### config.mk
export PLATFORM = sky130hd
export DESIGN_NAME = dlink_regfile
export DESIGN_NICKNAME = d
export VERILOG_FILES = /design/src/rtl/dlink_pkg.sv /design/src/rtl/dlink_sync.sv /design/src/rtl/dlink_chgdet.sv /design/src/rtl/dlink_pinmux.sv /design/src/rtl/dlink_regfile.sv
export SDC_FILE = /design/constraint.sdc
export NUM_CORES = 1
export LEC_CHECK = 0
export BUFFER_PORTS_ARGS = -buffer_cell sky130_fd_sc_hd__buf_4
export CELL_PAD_IN_SITES_DETAIL_PLACEMENT = 1
export CELL_PAD_IN_SITES_GLOBAL_PLACEMENT = 1
export CORE_AREA = 5 5 65 67
export CTS_BUF_LIST = sky130_fd_sc_hd__clkbuf_4 sky130_fd_sc_hd__clkbuf_8 sky130_fd_sc_hd__clkbuf_16
export DETAILED_ROUTE_END_ITERATION = 8
export DIE_AREA = 0 0 70 72
export PLACE_DENSITY = 0.74
export SETUP_SLACK_MARGIN = 0.2
export SYNTH_ARGS = -nofsm -noshare
export SYNTH_HDL_FRONTEND = slang
export SYNTH_SLANG_ARGS = --single-unit
export TNS_END_PERCENT = 10
### constraint.sdc
create_clock -name clk -period 1.38 [get_ports clk]
set_input_delay 0.069 -clock clk [delete_from_list [all_inputs] [get_ports clk]]
set_output_delay 0.069 -clock clk [all_outputs]
set_load 0.01 [all_outputs]
### src/rtl/dlink_pkg.sv
package dlink_pkg;

    localparam int A_VID_LO = 'h00;
    localparam int A_VID_HI = 'h01;
    localparam int A_DID_LO = 'h02;
    localparam int A_DID_HI = 'h03;
    localparam int A_REV    = 'h04;
    localparam int A_FLIM_L = 'h05;
    localparam int A_FLIM_H = 'h06;
    localparam int A_MODE   = 'h08;
    localparam int A_SENSE  = 'h09;
    localparam int A_DSKEW  = 'h0A;

    localparam logic [7:0] V_VID_LO = 8'h01;
    localparam logic [7:0] V_VID_HI = 8'h00;
    localparam logic [7:0] V_DID_LO = 8'h06;
    localparam logic [7:0] V_DID_HI = 8'h00;
    localparam logic [7:0] V_REV    = 8'h00;
    localparam logic [7:0] V_FLIM_L = 8'h20;
    localparam logic [7:0] V_FLIM_H = 8'h64;

    // bit positions inside the sense register
    localparam int B_RS   = 0;
    localparam int B_HP   = 1;
    localparam int B_FLAG = 2;
    localparam int B_SRC  = 3;

    typedef enum logic [1:0] {
        FLG_WARM = 2'd0,
        FLG_IDLE = 2'd1,
        FLG_PEND = 2'd2
    } flag_state_e;

    typedef enum logic [2:0] {
        PIN_OFF  = 3'b000,
        PIN_FLAG = 3'b001,
        PIN_RS   = 3'b010,
        PIN_HP   = 3'b011
    } pin_sel_e;

    typedef struct packed {
        logic [3:0] gp;
        logic       vs_en;
        logic       hs_en;
        logic       edge_rise;
        logic       pwr_on;
    } mode_t;

    localparam mode_t MODE_RST = '{gp: 4'h0, vs_en: 1'b1, hs_en: 1'b1,
                                   edge_rise: 1'b0, pwr_on: 1'b0};

endpackage

### src/rtl/dlink_sync.sv
module dlink_sync #(
    parameter int STAGES = 2,
    parameter int WIDTH  = 2
) (
    input  logic             clk,
    input  logic             rst_n,
    input  logic [WIDTH-1:0] d,
    output logic [WIDTH-1:0] q
);
    logic [WIDTH-1:0] chain [STAGES];

    generate
        for (genvar s = 0; s < STAGES; s++) begin : g_stage
            if (s == 0) begin : g_first
                always_ff @(posedge clk or negedge rst_n) begin
                    if (!rst_n) chain[0] <= '0;
                    else        chain[0] <= d;
                end
            end else begin : g_next
                always_ff @(posedge clk or negedge rst_n) begin
                    if (!rst_n) chain[s] <= '0;
                    else        chain[s] <= chain[s-1];
                end
            end
        end
    endgenerate

    assign q = chain[STAGES-1];
endmodule

### src/rtl/dlink_chgdet.sv
module dlink_chgdet
    import dlink_pkg::*;
#(
    parameter int STAGES = 2
) (
    input  logic clk,
    input  logic rst_n,
    input  logic rs_s,
    input  logic hp_s,
    input  logic src_hp,
    input  logic clr_req,
    output logic flag_n
);
    localparam int CW = $clog2(STAGES + 2);

    flag_state_e state_q, state_d;
    logic [CW-1:0] warm_q;
    logic prev_rs_q, prev_hp_q;
    logic cur_sel, prev_sel, chg;

    // previous synchronized sample of both sources
    always_ff @(posedge clk or negedge rst_n) begin
        if (!rst_n) begin
            prev_rs_q <= 1'b0;
            prev_hp_q <= 1'b0;
        end else begin
            prev_rs_q <= rs_s;
            prev_hp_q <= hp_s;
        end
    end

    assign cur_sel  = src_hp ? hp_s : rs_s;
    assign prev_sel = src_hp ? prev_hp_q : prev_rs_q;
    assign chg      = cur_sel ^ prev_sel;

    always_ff @(posedge clk or negedge rst_n) begin
        if (!rst_n)                warm_q <= '0;
        else if (state_q == FLG_WARM) warm_q <= warm_q + 1'b1;
    end

    // state register
    always_ff @(posedge clk or negedge rst_n) begin
        if (!rst_n) state_q <= FLG_WARM;
        else        state_q <= state_d;
    end

    // next state
    always_comb begin
        state_d = state_q;
        unique case (state_q)
            FLG_WARM: if (warm_q == CW'(STAGES)) state_d = FLG_IDLE;
            FLG_IDLE: if (chg) state_d = FLG_PEND;
            FLG_PEND: if (clr_req && !chg) state_d = FLG_IDLE;
            default:  state_d = FLG_WARM;
        endcase
    end

    // outputs
    always_comb begin
        unique case (state_q)
            FLG_PEND: flag_n = 1'b0;
            default:  flag_n = 1'b1;
        endcase
    end
endmodule

### src/rtl/dlink_pinmux.sv
module dlink_pinmux
    import dlink_pkg::*;
(
    input  logic [2:0] sel,
    input  logic       flag_n,
    input  logic       rs_s,
    input  logic       hp_s,
    output logic       pin
);
    always_comb begin
        unique case (sel)
            PIN_FLAG: pin = flag_n;
            PIN_RS:   pin = rs_s;
            PIN_HP:   pin = hp_s;
            default:  pin = 1'b1;   // off and reserved codes
        endcase
    end
endmodule

### src/rtl/dlink_regfile.sv
module dlink_regfile
    import dlink_pkg::*;
#(
    parameter int ADDR_W      = 8,
    parameter int SYNC_STAGES = 2
) (
    input  logic              clk,
    input  logic              rst_n,
    input  logic [ADDR_W-1:0] bus_addr,
    input  logic              bus_wr,
    input  logic [7:0]        bus_wdata,
    output logic [7:0]        bus_rdata,
    input  logic              rsense_i,
    input  logic              hplug_i,
    output logic              msense_o,
    output logic              pwr_on_o,
    output logic              edge_rise_o,
    output logic              hsync_en_o,
    output logic              vsync_en_o,
    output logic [3:0]        gp_o,
    output logic [1:0]        deskew_o
);
    mode_t      mode_q;
    logic [1:0] dsk_q;
    logic       src_hp_q;
    logic [2:0] out_sel_q;
    logic       int_flag_n;
    logic [1:0] sense_s;
    logic       wr_mode, wr_sense, wr_dsk, clr_req;

    assign wr_mode  = bus_wr && (bus_addr == ADDR_W'(A_MODE));
    assign wr_sense = bus_wr && (bus_addr == ADDR_W'(A_SENSE));
    assign wr_dsk   = bus_wr && (bus_addr == ADDR_W'(A_DSKEW));
    assign clr_req  = wr_sense && bus_wdata[B_FLAG];

    dlink_sync #(.STAGES(SYNC_STAGES), .WIDTH(2)) u_sync (
        .clk   (clk),
        .rst_n (rst_n),
        .d     ({hplug_i, rsense_i}),
        .q     (sense_s)
    );

    dlink_chgdet #(.STAGES(SYNC_STAGES)) u_det (
        .clk     (clk),
        .rst_n   (rst_n),
        .rs_s    (sense_s[B_RS]),
        .hp_s    (sense_s[B_HP]),
        .src_hp  (src_hp_q),
        .clr_req (clr_req),
        .flag_n  (int_flag_n)
    );

    dlink_pinmux u_pin (
        .sel    (out_sel_q),
        .flag_n (int_flag_n),
        .rs_s   (sense_s[B_RS]),
        .hp_s   (sense_s[B_HP]),
        .pin    (msense_o)
    );

    always_ff @(posedge clk or negedge rst_n) begin
        if (!rst_n) begin
            mode_q    <= MODE_RST;
            dsk_q     <= 2'b00;
            src_hp_q  <= 1'b0;
            out_sel_q <= PIN_OFF;
        end else begin
            if (wr_mode) mode_q <= mode_t'(bus_wdata);
            if (wr_dsk)  dsk_q  <= bus_wdata[1:0];
            if (wr_sense) begin
                src_hp_q  <= bus_wdata[B_SRC];
                out_sel_q <= bus_wdata[6:4];
            end
        end
    end

    always_comb begin
        bus_rdata = 8'h00;
        case (bus_addr)
            ADDR_W'(A_VID_LO): bus_rdata = V_VID_LO;
            ADDR_W'(A_VID_HI): bus_rdata = V_VID_HI;
            ADDR_W'(A_DID_LO): bus_rdata = V_DID_LO;
            ADDR_W'(A_DID_HI): bus_rdata = V_DID_HI;
            ADDR_W'(A_REV):    bus_rdata = V_REV;
            ADDR_W'(A_FLIM_L): bus_rdata = V_FLIM_L;
            ADDR_W'(A_FLIM_H): bus_rdata = V_FLIM_H;
            ADDR_W'(A_MODE):   bus_rdata = mode_q;
            ADDR_W'(A_SENSE):  bus_rdata = {1'b0, out_sel_q, src_hp_q,
                                            int_flag_n, sense_s};
            ADDR_W'(A_DSKEW):  bus_rdata = {6'b0, dsk_q};
            default:           bus_rdata = 8'h00;
        endcase
    end

    assign pwr_on_o    = mode_q.pwr_on;
    assign edge_rise_o = mode_q.edge_rise;
    assign hsync_en_o  = mode_q.hs_en;
    assign vsync_en_o  = mode_q.vs_en;
    assign gp_o        = mode_q.gp;
    assign deskew_o    = dsk_q;
endmodule

==> reports/qor.yml <==
die:
  coreArea_um2: 3580
  die-area_um2: 5040
  start_util_pct: 32.8
  chipWidth_um: 70
  fp-row-count: 22
  die_h_um: 72
  io-pin-count: 40
routing:
  highest_layer: "met4"
  drt_iter0_drc: 27
  wl_um: 3670
  routed-wl-met3_um: 150
  wl_met2_um: 1930
  vias_per_cell: 4.85
  ant_nets: 0
  met1Wirelength_um: 1530
  dr.pass1.iters: 4
  route.vias.total: 1066
  wl_per_cell_um: 16.7
  drc: 0
cells_and_area:
  layout-drive-gt1-share_pct: 55.8
  regArea_um2: 603
  mostFrequentLayoutCells: "buf_4, dfrtp_1, dlygate4sd3_1"
  fillers: 377
  nets: 196
  area_growth_pct: 65.0
  fin_area_um2: 1940
  final_common_cell: "buf_4"
  multi_input_area_um2: 661
  antennaDiodeCount: 0
global_route:
  antenna_found_initial: 0
  grt_pass1_vias: 1249
  grt_use_total_pct: 15.6
  grt_pass1_wl_um: 6240
  grt_max_degree: 25
  overflow: 0
sta:
  max_freq_mhz: 694
  setup_ws_ps: -60.6
  whs_ps: 166
  period_minus_slack_ps: 1440
  fin_crit_sh_pct: 104
  worst_pin_slew_ps: 400
  hold_violations: 0
  report.final.slew_viol_count: 0
  fin_skew_ps: 4.92
  relSlewSlack_pct: 73.3
  rsz0062_at_grt: "yes"
  setup_viol: 6
power_and_ir_drop:
  leakagePower_nw: 0.920
  ir_drop_uv: 722
  p_per_area_nw_per_um2: 879
clock_tree:
  htreeDepth: 1
  worstSkewPairLatency_ps: 310
  cts_buffers: 3
  cts_root_buffer: "clkbuf_4"
  cts_sinks: 24
  cts_tree: "done"
  clockBufferDepth: 2
  clk_pin_slew_worst_paths_ps: 130
synth:
  yosys_warnings: 0
  yosysTopAreaCell: "dfrtp_1"
  syn_nets: 122
  netlist_area_um2: 1170
  avgSynthCellArea_um2: 11.7
  netlist_top_cells_area: "dfrtp_1, mux2_2, dfstp_2"
  yosysTopAreaCellShare_pct: 46.9
  yosysUniqueCellTypes: 29
  ys.flop_type: "dfrtp_1"
  synth_edf_count: 0
  synthCells: 100
  ys_ff_latch: 24
  async_reset_ff_share_pct: 100
  ys_seq_area_share_pct: 51.4
setup_path:
  critPathBufInv: 2
  worstPathArrival_ps: 1370
  crit_family: "flip-flops"
  cp_slowest_cell: "dfrtp_1"
  crit_type: "register to output port"
  cp-end-kind: "output port"
  start_kind: "register"
  cp_cell_sequence: "buf_6, mux2_4, nand3_2, a21oi_2, buf_4"
  max_stage_delay_ps: 410
  required_ps: 1310
  cp_max_fo: 3
run:
  drv_cap: 0
place:
  gp_congestion: 0.763
  place_area_um2: 1640
  dp_slack_ps: -303
  hpwl_um: 2710
  io_buffers: 39
status:
  violations: "negative setup slack"
  status: "finished with violations"
worst_hold_path:
  hold_class: "input port to asynchronous set/reset pin"
==> worst reg2reg max path, cell delays in order, from the launching register on <==
cell and delay [ps]:
dfrtp_1 410, buf_4 140, xor2_1 150, mux2i_1 190, nand4_1 170, a22o_1 240
==> worst paths after layout <==
check | startpoint | to | slack [ps] | cells after the start
setup / recovery | u_sync.q[1] | bus_rdata[1] | -60 | 5
hold / removal | rst_n | u_sync.chain[3] | 170 | 2
setup reg to reg | u_sync.q[1] | u_det.state_q[1] | -30 | 5
hold reg to reg | u_sync.chain[3] | u_sync.q[1] | 370 | 0
max in group asynchronous | rst_n | hsync_en_o | 920 | 2
min in group clk | bus_addr[0] | vsync_en_o | 280 | 4
==> Yosys cell counts (3+ instances only) <==
cell type	instances
inv_1	4
dfrtp_1	22
a21oi_1	3
mux2_2	15
nor2_1	9
nor3b_1	3
mux2i_1	5
o21ai_0	4
nand2_1	6
==> metrics by stage <==
step | std cells | power [mW] | utilization (%) | TNS [ps]
after floorplan | 100 | 1.07 | - | -1520
after global placement | 201 | 1.26 | 45.7 | -3910
after detailed placement | 201 | 1.30 | 45.7 | -4270
after CTS | 219 | 1.67 | 52.7 | -259
after global routing | 220 | 1.80 | 54.1 | -880
final | 220 | 1.70 | 54.1 | -208
==> what timing repair did <==
item | CTS | global route
hold buffers | 11 | 0
buffers inserted | 4 | 1
setup endpoints to repair | 23 | 23
gates resized for setup | 24 | 9
pin swaps | 5 | 6
endpoints found under the hold margin | 38 | 0
==> where the power goes <==
group | total [mW] | internal [mW] | switching (mW)
combinational | 0.551 | 0.295 | 0.256
clock | 0.309 | 0.102 | 0.207
sequential | 0.842 | 0.788 | 0.0541
total | 1.70 | 1.19 | 0.517
==> flip-flops by register name, indices dropped and copies added, names as in the netlist, 2 cells and up <==
name	cells
deskew_o	2
gp_o	4
out_sel_q	3
u_det.state_q	2
u_det.warm_q	2
u_sync.chain	2
u_sync.q	2
==> kinds of logic (layout without fill, tap and decap cells) <==
logic type	after synthesis	after routing	share of synthesized area, %
xor+xnor	3	3	2.24
compound gates	16	16	8.53
simple gates	31	31	16.5
flops	24	24	51.4
fa+ha+maj	1	1	1.07
buf+inv	5	77	1.60
mux	20	20	18.7
==> routing by layer <==
metal,track usage [%],vias up
li1,-,508
met1,18.7,516
met2,27.6,36
met3,2.77,6
met4,6.38,0
met5,0,-
==> final cells by class <==
class / instances / area share (%)
Clock buffer: 3 / 1.16
Timing Repair Buffer: 70 / 29.7
Tap cell: 48 / 3.10
Inverter: 4 / 0.775
Sequential cell: 24 / 31.1
Multi-Input combinational cell: 71 / 34.1
(Power assumes the default switching activity.)
